$ cat src/rtl/tsr_pkg.sv
package tsr_pkg;

  localparam int DEF_FLAG_COUNT = 8;
  localparam int DEF_REG_WIDTH  = 16;

  // Bit positions of the flags in the status word; the timer logic relies on this order.
  typedef enum int {
    FLG_CAP_A  = 0,
    FLG_CAP_B  = 1,
    FLG_CAP_C  = 2,
    FLG_CAP_D  = 3,
    FLG_OVF    = 4,
    FLG_ITV_1  = 5,
    FLG_ITV_2A = 6,
    FLG_ITV_2B = 7
  } flag_pos_e;

  // A clear qualifies when the bit was armed and the write carries a 0 for it.
  function automatic logic clear_hit(input logic wr, input logic armed, input logic wbit);
    return wr & armed & ~wbit;
  endfunction

  // An event always wins over a clear in the same cycle.
  function automatic logic flag_next(input logic cur, input logic ev, input logic clr);
    return ev | (cur & ~clr);
  endfunction

  // Any write disarms; a read that sees the flag at 1 arms.
  function automatic logic arm_next(input logic cur_arm, input logic flag,
                                    input logic rd, input logic wr);
    if (wr)
      return 1'b0;
    else if (rd && flag)
      return 1'b1;
    else
      return cur_arm;
  endfunction

endpackage

$ cat src/rtl/tsr_flag_cell.sv
module tsr_flag_cell
  import tsr_pkg::*;
(
  input  logic clk,
  input  logic rst_n,
  input  logic rd_en,
  input  logic wr_en,
  input  logic wr_bit,
  input  logic evt,
  output logic flag,
  output logic armed,
  output logic clr_hit_o
);

  logic clr_now;

  always_comb clr_now = clear_hit(wr_en, armed, wr_bit);

  always_ff @(posedge clk or negedge rst_n) begin
    if (!rst_n) begin
      flag  <= 1'b0;
      armed <= 1'b0;
    end else begin
      flag  <= flag_next(flag, evt, clr_now);
      armed <= arm_next(armed, flag, rd_en, wr_en);
    end
  end

  assign clr_hit_o = clr_now;

endmodule

$ cat src/rtl/tsr_read_path.sv
module tsr_read_path #(
  parameter int FLAG_COUNT = 8,
  parameter int REG_WIDTH  = 16
) (
  input  logic [FLAG_COUNT-1:0] flags,
  output logic [REG_WIDTH-1:0]  rd_data
);

  localparam int PAD_W = REG_WIDTH - FLAG_COUNT;

  generate
    if (PAD_W > 0) begin : g_pad
      assign rd_data = {{PAD_W{1'b0}}, flags};
    end else begin : g_nopad
      assign rd_data = flags[REG_WIDTH-1:0];
    end
  endgenerate

endmodule

$ cat src/rtl/tsr_irq_merge.sv
module tsr_irq_merge #(
  parameter int FLAG_COUNT = 8
) (
  input  logic [FLAG_COUNT-1:0] flags,
  input  logic [FLAG_COUNT-1:0] mask,
  output logic                  irq
);

  logic [FLAG_COUNT-1:0] gated;

  always_comb begin
    gated = flags & mask;
    irq   = |gated;
  end

endmodule

$ cat src/rtl/tsr_status_reg.sv
module tsr_status_reg
  import tsr_pkg::*;
#(
  parameter int FLAG_COUNT = DEF_FLAG_COUNT,
  parameter int REG_WIDTH  = DEF_REG_WIDTH
) (
  input  logic                  clk,
  input  logic                  rst_n,
  input  logic                  rd_en,
  input  logic                  wr_en,
  input  logic [REG_WIDTH-1:0]  wr_data,
  input  logic [FLAG_COUNT-1:0] evt,
  input  logic [FLAG_COUNT-1:0] irq_mask,
  output logic [REG_WIDTH-1:0]  rd_data,
  output logic                  irq
);

  // Internal state brought out as named wires for the checker.
  logic [FLAG_COUNT-1:0] flags;
  logic [FLAG_COUNT-1:0] armed;
  logic [FLAG_COUNT-1:0] clr_hit;

  generate
    for (genvar i = 0; i < FLAG_COUNT; i++) begin : g_flag
      tsr_flag_cell u_cell (
        .clk       (clk),
        .rst_n     (rst_n),
        .rd_en     (rd_en),
        .wr_en     (wr_en),
        .wr_bit    (wr_data[i]),
        .evt       (evt[i]),
        .flag      (flags[i]),
        .armed     (armed[i]),
        .clr_hit_o (clr_hit[i])
      );
    end
  endgenerate

  tsr_read_path #(
    .FLAG_COUNT (FLAG_COUNT),
    .REG_WIDTH  (REG_WIDTH)
  ) u_read (
    .flags   (flags),
    .rd_data (rd_data)
  );

  tsr_irq_merge #(
    .FLAG_COUNT (FLAG_COUNT)
  ) u_irq (
    .flags (flags),
    .mask  (irq_mask),
    .irq   (irq)
  );

endmodule

$ cat config.mk
export PLATFORM = sky130hd
export DESIGN_NAME = tsr_status_reg
export DESIGN_NICKNAME = d
export VERILOG_FILES = /design/src/rtl/tsr_pkg.sv /design/src/rtl/tsr_flag_cell.sv /design/src/rtl/tsr_read_path.sv /design/src/rtl/tsr_irq_merge.sv /design/src/rtl/tsr_status_reg.sv
export SDC_FILE = /design/constraint.sdc
export NUM_CORES = 1
export LEC_CHECK = 0
export ABC_AREA = 1
export BUFFER_PORTS_ARGS = -buffer_cell sky130_fd_sc_hd__buf_2
export CAP_MARGIN = 10
export CELL_PAD_IN_SITES_DETAIL_PLACEMENT = 0
export CELL_PAD_IN_SITES_GLOBAL_PLACEMENT = 2
export CORE_UTILIZATION = 23
export DETAILED_ROUTE_END_ITERATION = 10
export GPL_ROUTABILITY_DRIVEN = 1
export GPL_TIMING_DRIVEN = 0
export PLACE_DENSITY = 0.8
export SYNTH_ARGS = -nofsm -noshare
export SYNTH_HDL_FRONTEND = slang
export SYNTH_SLANG_ARGS = --single-unit
$ cat constraint.sdc
create_clock -name clk -period 1.3 [get_ports clk]
set_input_delay 0 -clock clk [delete_from_list [all_inputs] [get_ports clk]]
set_output_delay 0 -clock clk [all_outputs]
set_load 0.02 [all_outputs]
== After elaboration in Yosys (flattened, before gate mapping) ==
Index checks and enable logic that the tools add are counted.
Operators by class
  muxes and demuxes: 16
  bitwise gates (word level): 49
  reductions and logical operators: 17
Operators with widths (number)
  bitwise AND 1 bit: 24
  two-way mux 1 bit: 16
  NOT 1 bit: 16
  nonzero test 2 bit: 8
  bitwise AND 8 bit: 1
  logical AND 1 bit: 8
  bitwise OR 1 bit: 8
  OR reduction 8 bit: 1
Word-level totals
  register bits after elaboration: 16
  input port bits: 36
  output and inout port bits: 17
  logic and storage cells: 98

== Logic depth before layout (Yosys ltp) ==
  depth after elaboration: 5
  depth in mapped cells: 5

== Cells and area by module ==
From an unflattened synthesis, not the netlist that was laid out.
Second synthesis, totals
  cell total of the unflattened synthesis: 112
  area, all modules: 840.8 um^2
Modules (own cells, without submodules)
  tsr_flag_cell: times used 8, cells each 10, area an instance 82.6 um^2, seq. area each 50.0 um^2
  tsr_read_path: times used 1, cells each 17, area an instance 123.9 um^2, seq. area each 0.0 um^2
  tsr_irq_merge: times used 1, cells each 15, area an instance 56.3 um^2, seq. area each 0.0 um^2

== Least setup slack after synthesis ==
No wires, ideal clock.
  kind: flip-flop to output port
  from: register g_flag[2].u_cell.flag
  to: output irq
  data arrival time: 718 ps
  setup slack: 582 ps
  cell stages (with the launch flop): 5
  path buffers: 0
  path through: dfrtp_1 -> nand2_1 -> nand2_1 -> nor2_1 -> nand2_1
On the way
  word-level cells in the longest chain between the ends: 2
Ends and longest elaborated chain
  start: declaration: RTL line tsr_flag_cell.sv:10  | output logic flag,
  start signal: assignment: RTL line tsr_flag_cell.sv:24  | flag <= flag_next(flag, evt, clr_now);
  bitwise AND 8 bit: RTL line tsr_irq_merge.sv:12  | gated = flags & mask;
  OR reduction 8 bit: RTL line tsr_irq_merge.sv:13  | irq = |gated;
  end: declaration: RTL line tsr_status_reg.sv:15  | output logic irq
No other way between the ends.

== Final worst setup path ==
  from: register g_flag[1].u_cell.armed
  to: register g_flag[1].u_cell.flag
On the way
  word-level cells in the longest chain between the ends: 5
Ends and longest elaborated chain
  start: declaration: RTL line tsr_flag_cell.sv:11  | output logic armed,
  start signal: assignment: RTL line tsr_flag_cell.sv:25  | armed <= arm_next(armed, flag, rd_en, wr_en);
  bitwise AND 1 bit (2 in a row): RTL line tsr_pkg.sv:20  | return wr & armed & ~wbit;
  NOT 1 bit: RTL line tsr_pkg.sv:25  | return ev | (cur & ~clr);
  bitwise AND 1 bit: RTL line tsr_pkg.sv:25
  bitwise OR 1 bit: RTL line tsr_pkg.sv:25
  end signal: assignment: RTL line tsr_flag_cell.sv:24
  end: declaration: RTL line tsr_flag_cell.sv:10
No other way between the ends.
A chain may end at the register's enable or synchronous reset.

==> metrics <==
Seq pwr share=0.493; Yosys top cell area share=0.483; crit path time final=1240 ps; via count=751; r2r setup slk=60 ps; storage element area=400 µm²; largest net degree at the start of global routing=17; Syn Inst Count=99; Area Growth Syn to Fin=56.4%; CTS H-Tree Depth=1; Setup-failing EPs final=0; clock latency at the later pin of the worst-skew pair=270 ps; global-route wire length before repair=2370 µm; Antenna Violating Nets Remaining=0; Net count, final=199; switching share of total power=0.252; type of the worst setup path=reg2reg; io pins=53; reg2reg start=g_flag[1].u_cell.armed$_DFFE_PN0P_; Fin Hold WS=50.4 ps; Seq/Total Area, Yosys=0.483; drt first pass iters=4; Cell variety after synth=13; Diodes inserted=0; Via density=3.61; clk buf depth=2; startpoint type of the worst setup path=flip-flop; drt drc=0; RSZ-0062 raised after global routing=yes; Synth area leader=dfrtp_1; total gr overflow=0; Core Box Area=3390 µm²; R2R cell count=4; main combinational cell family by area after synthesis=buffers and inverters; Final Skew=0.747 ps; chip width=62.1 µm; #FFs+latches synth=16; mux contribution to synthesized area=0; clock sinks=16; crit path max fanout=2; CP Data Required Time=1460 ps; Clock transition at path regs=90 ps; Comb pwr share=0.224; Fillers=374; status=finished, final reports clean; cell area after synthesis=830 µm²; vias in the first global route=571; die area=3850 µm²; CTS tree=built; synthesized area per cell=8.38 µm²; Multi-input gate area=269 µm²; crit path launch=g_flag[1].u_cell.armed$_DFFE_PN0P_; Final Slew Violations=0; CTS root buf=clkbuf_4; xor/xnor cell area share of the yosys netlist=0; number of port buffers=34; gr usage total=0.0895; Initial Utilization=0.245; routability cong.=0.632; final hold violations=0; compound-gate portion of the synthesized area=0.106; WL/cell=8.32 µm; leakage power=0.646 nW; synth top area cells=dfrtp_1 (48%), buf_4 (14%), nand2_1 (12%); DRT iter0 DRCs=4; Synth warnings=0; Synth Area in Adders=0; Worst EP arrival=1400 ps; Crit. End Element=flip-flop; FF-to-FF End=g_flag[1].u_cell.flag$_DFF_PN0_; initial antenna violation count=0; Hold Crit Class=in2reg; sw power=0.000280 W; Post-Synth Simple-Gate Area=0.183; setup slack after placement=458 ps; internal power=0.000832 W; detailed placer's ending HPWL=1310 µm; non-filler cells, final=208; crit path to=g_flag[1].u_cell.flag$_DFF_PN0_; layout cells sized above 1=0.383; final WL=1730 µm; max cap viols=0; die height=62.1 µm; fin worst setup slack=61.6 ps; VDD IR max=285 µV; TritonCTS buffer count=3; fmax=807 MHz; Tcrit/Tclk final=0.953; Clk network pwr share=0.284; pwr/cell area=857 nW/µm²; dpl cells=186; Rows=21
==> state kept, by name, indices dropped and copies added (netlist names) <==
register,count
g_flag.u_cell.armed,8
g_flag.u_cell.flag,8
==> cell usage after synthesis <==
master and instances:
nor2_1 10, buf_4 16, conb_1 1, buf_2 1, buf_6 1, o21ai_0 6, dfrtp_1 16, o21ai_2 2
buf_12 1, nand2_2 2, inv_1 8, a21oi_1 8, nand2_1 27
==> worst max-delay path, stage by stage, from the launching register on <==
cell and delay (ps):
dfrtp_1 350, nand2_1 60, o21ai_1 110, nand2_1 60
dlygate4sd3_1 550
==> metal layers <==
metal	vias to the layer above	share of wire	GRT usage
li1	405	-	-
met1	315	0.47	0.116
met2	29	0.45	0.140
met3	2	0.069	0.0186
met4	0	0.0081	0.0476
met5	-	0	0
==> worst min-delay path by stage <==
stage / from / endpoint / slack, ps / cells past startpoint
final: wr_en / g_flag[3].u_cell.armed$_DFFE_PN0P_ / 50 / 3
after global routing: wr_en / g_flag[0].u_cell.armed$_DFFE_PN0P_ / 40 / 3
after CTS: wr_en / g_flag[0].u_cell.armed$_DFFE_PN0P_ / 40 / 3
after detailed placement: rst_n / g_flag[3].u_cell.flag$_DFF_PN0_ / -70 / 1
after global placement: rst_n / g_flag[5].u_cell.flag$_DFF_PN0_ / -70 / 1
after floorplan: rst_n / g_flag[0].u_cell.armed$_DFFE_PN0P_ / -300 / 0
==> area by class of cell <==
class	instances	area share
multi-input combinational	63	0.207
timing repair buffer	52	0.268
buffer	19	0.121
tap	46	0.0444
clock buffer	4	0.0280
inverter	8	0.0231
sequential	16	0.309
==> stage by stage <==
stage                     utilization  area [µm²]  power (W)  TNS (ps)
after CTS                       0.381        1290    0.00113         0
final                           0.383        1300    0.00111         0
after global placement          0.320        1080   0.000765         0
after global routing            0.383        1300    0.00118     -17.4
after floorplan                     -         856   0.000693         0
after detailed placement        0.320        1080   0.000769         0
==> placed cells by master (no fill, tap or decap), drive strengths merged <==
cell type / synthesis / layout
a21oi: 8 / 8
buf: 19 / 54
clkbuf: 0 / 4
conb: 1 / 8
dfrtp: 16 / 16
dlygate4sd3: 0 / 17
inv: 8 / 8
nand2: 29 / 29
nor2: 10 / 10
o21ai: 8 / 8
==> logic make-up after synthesis <==
kind of cell	after synthesis
compound gates	16
other cells	1
flops	16
buf+inv	27
simple gates	39
==> power by group through the flow <==
stage | Combinational (W) | Clock [W] | Sequential [W]
after floorplan | 0.000140 | 0 | 0.000553
after global placement | 0.000209 | 0 | 0.000557
after detailed placement | 0.000210 | 0 | 0.000558
after CTS | 0.000247 | 0.000333 | 0.000548
after global routing | 0.000277 | 0.000351 | 0.000551
final | 0.000249 | 0.000315 | 0.000548
==> timing repair <==
action	4_1_cts	5_1_grt
hold endpoints to repair	24	0
hold buffers	17	0
gates resized for setup	0	6
setup endpoints to repair	0	6
setup buffers	0	1
(Power assumes the default switching activity.)
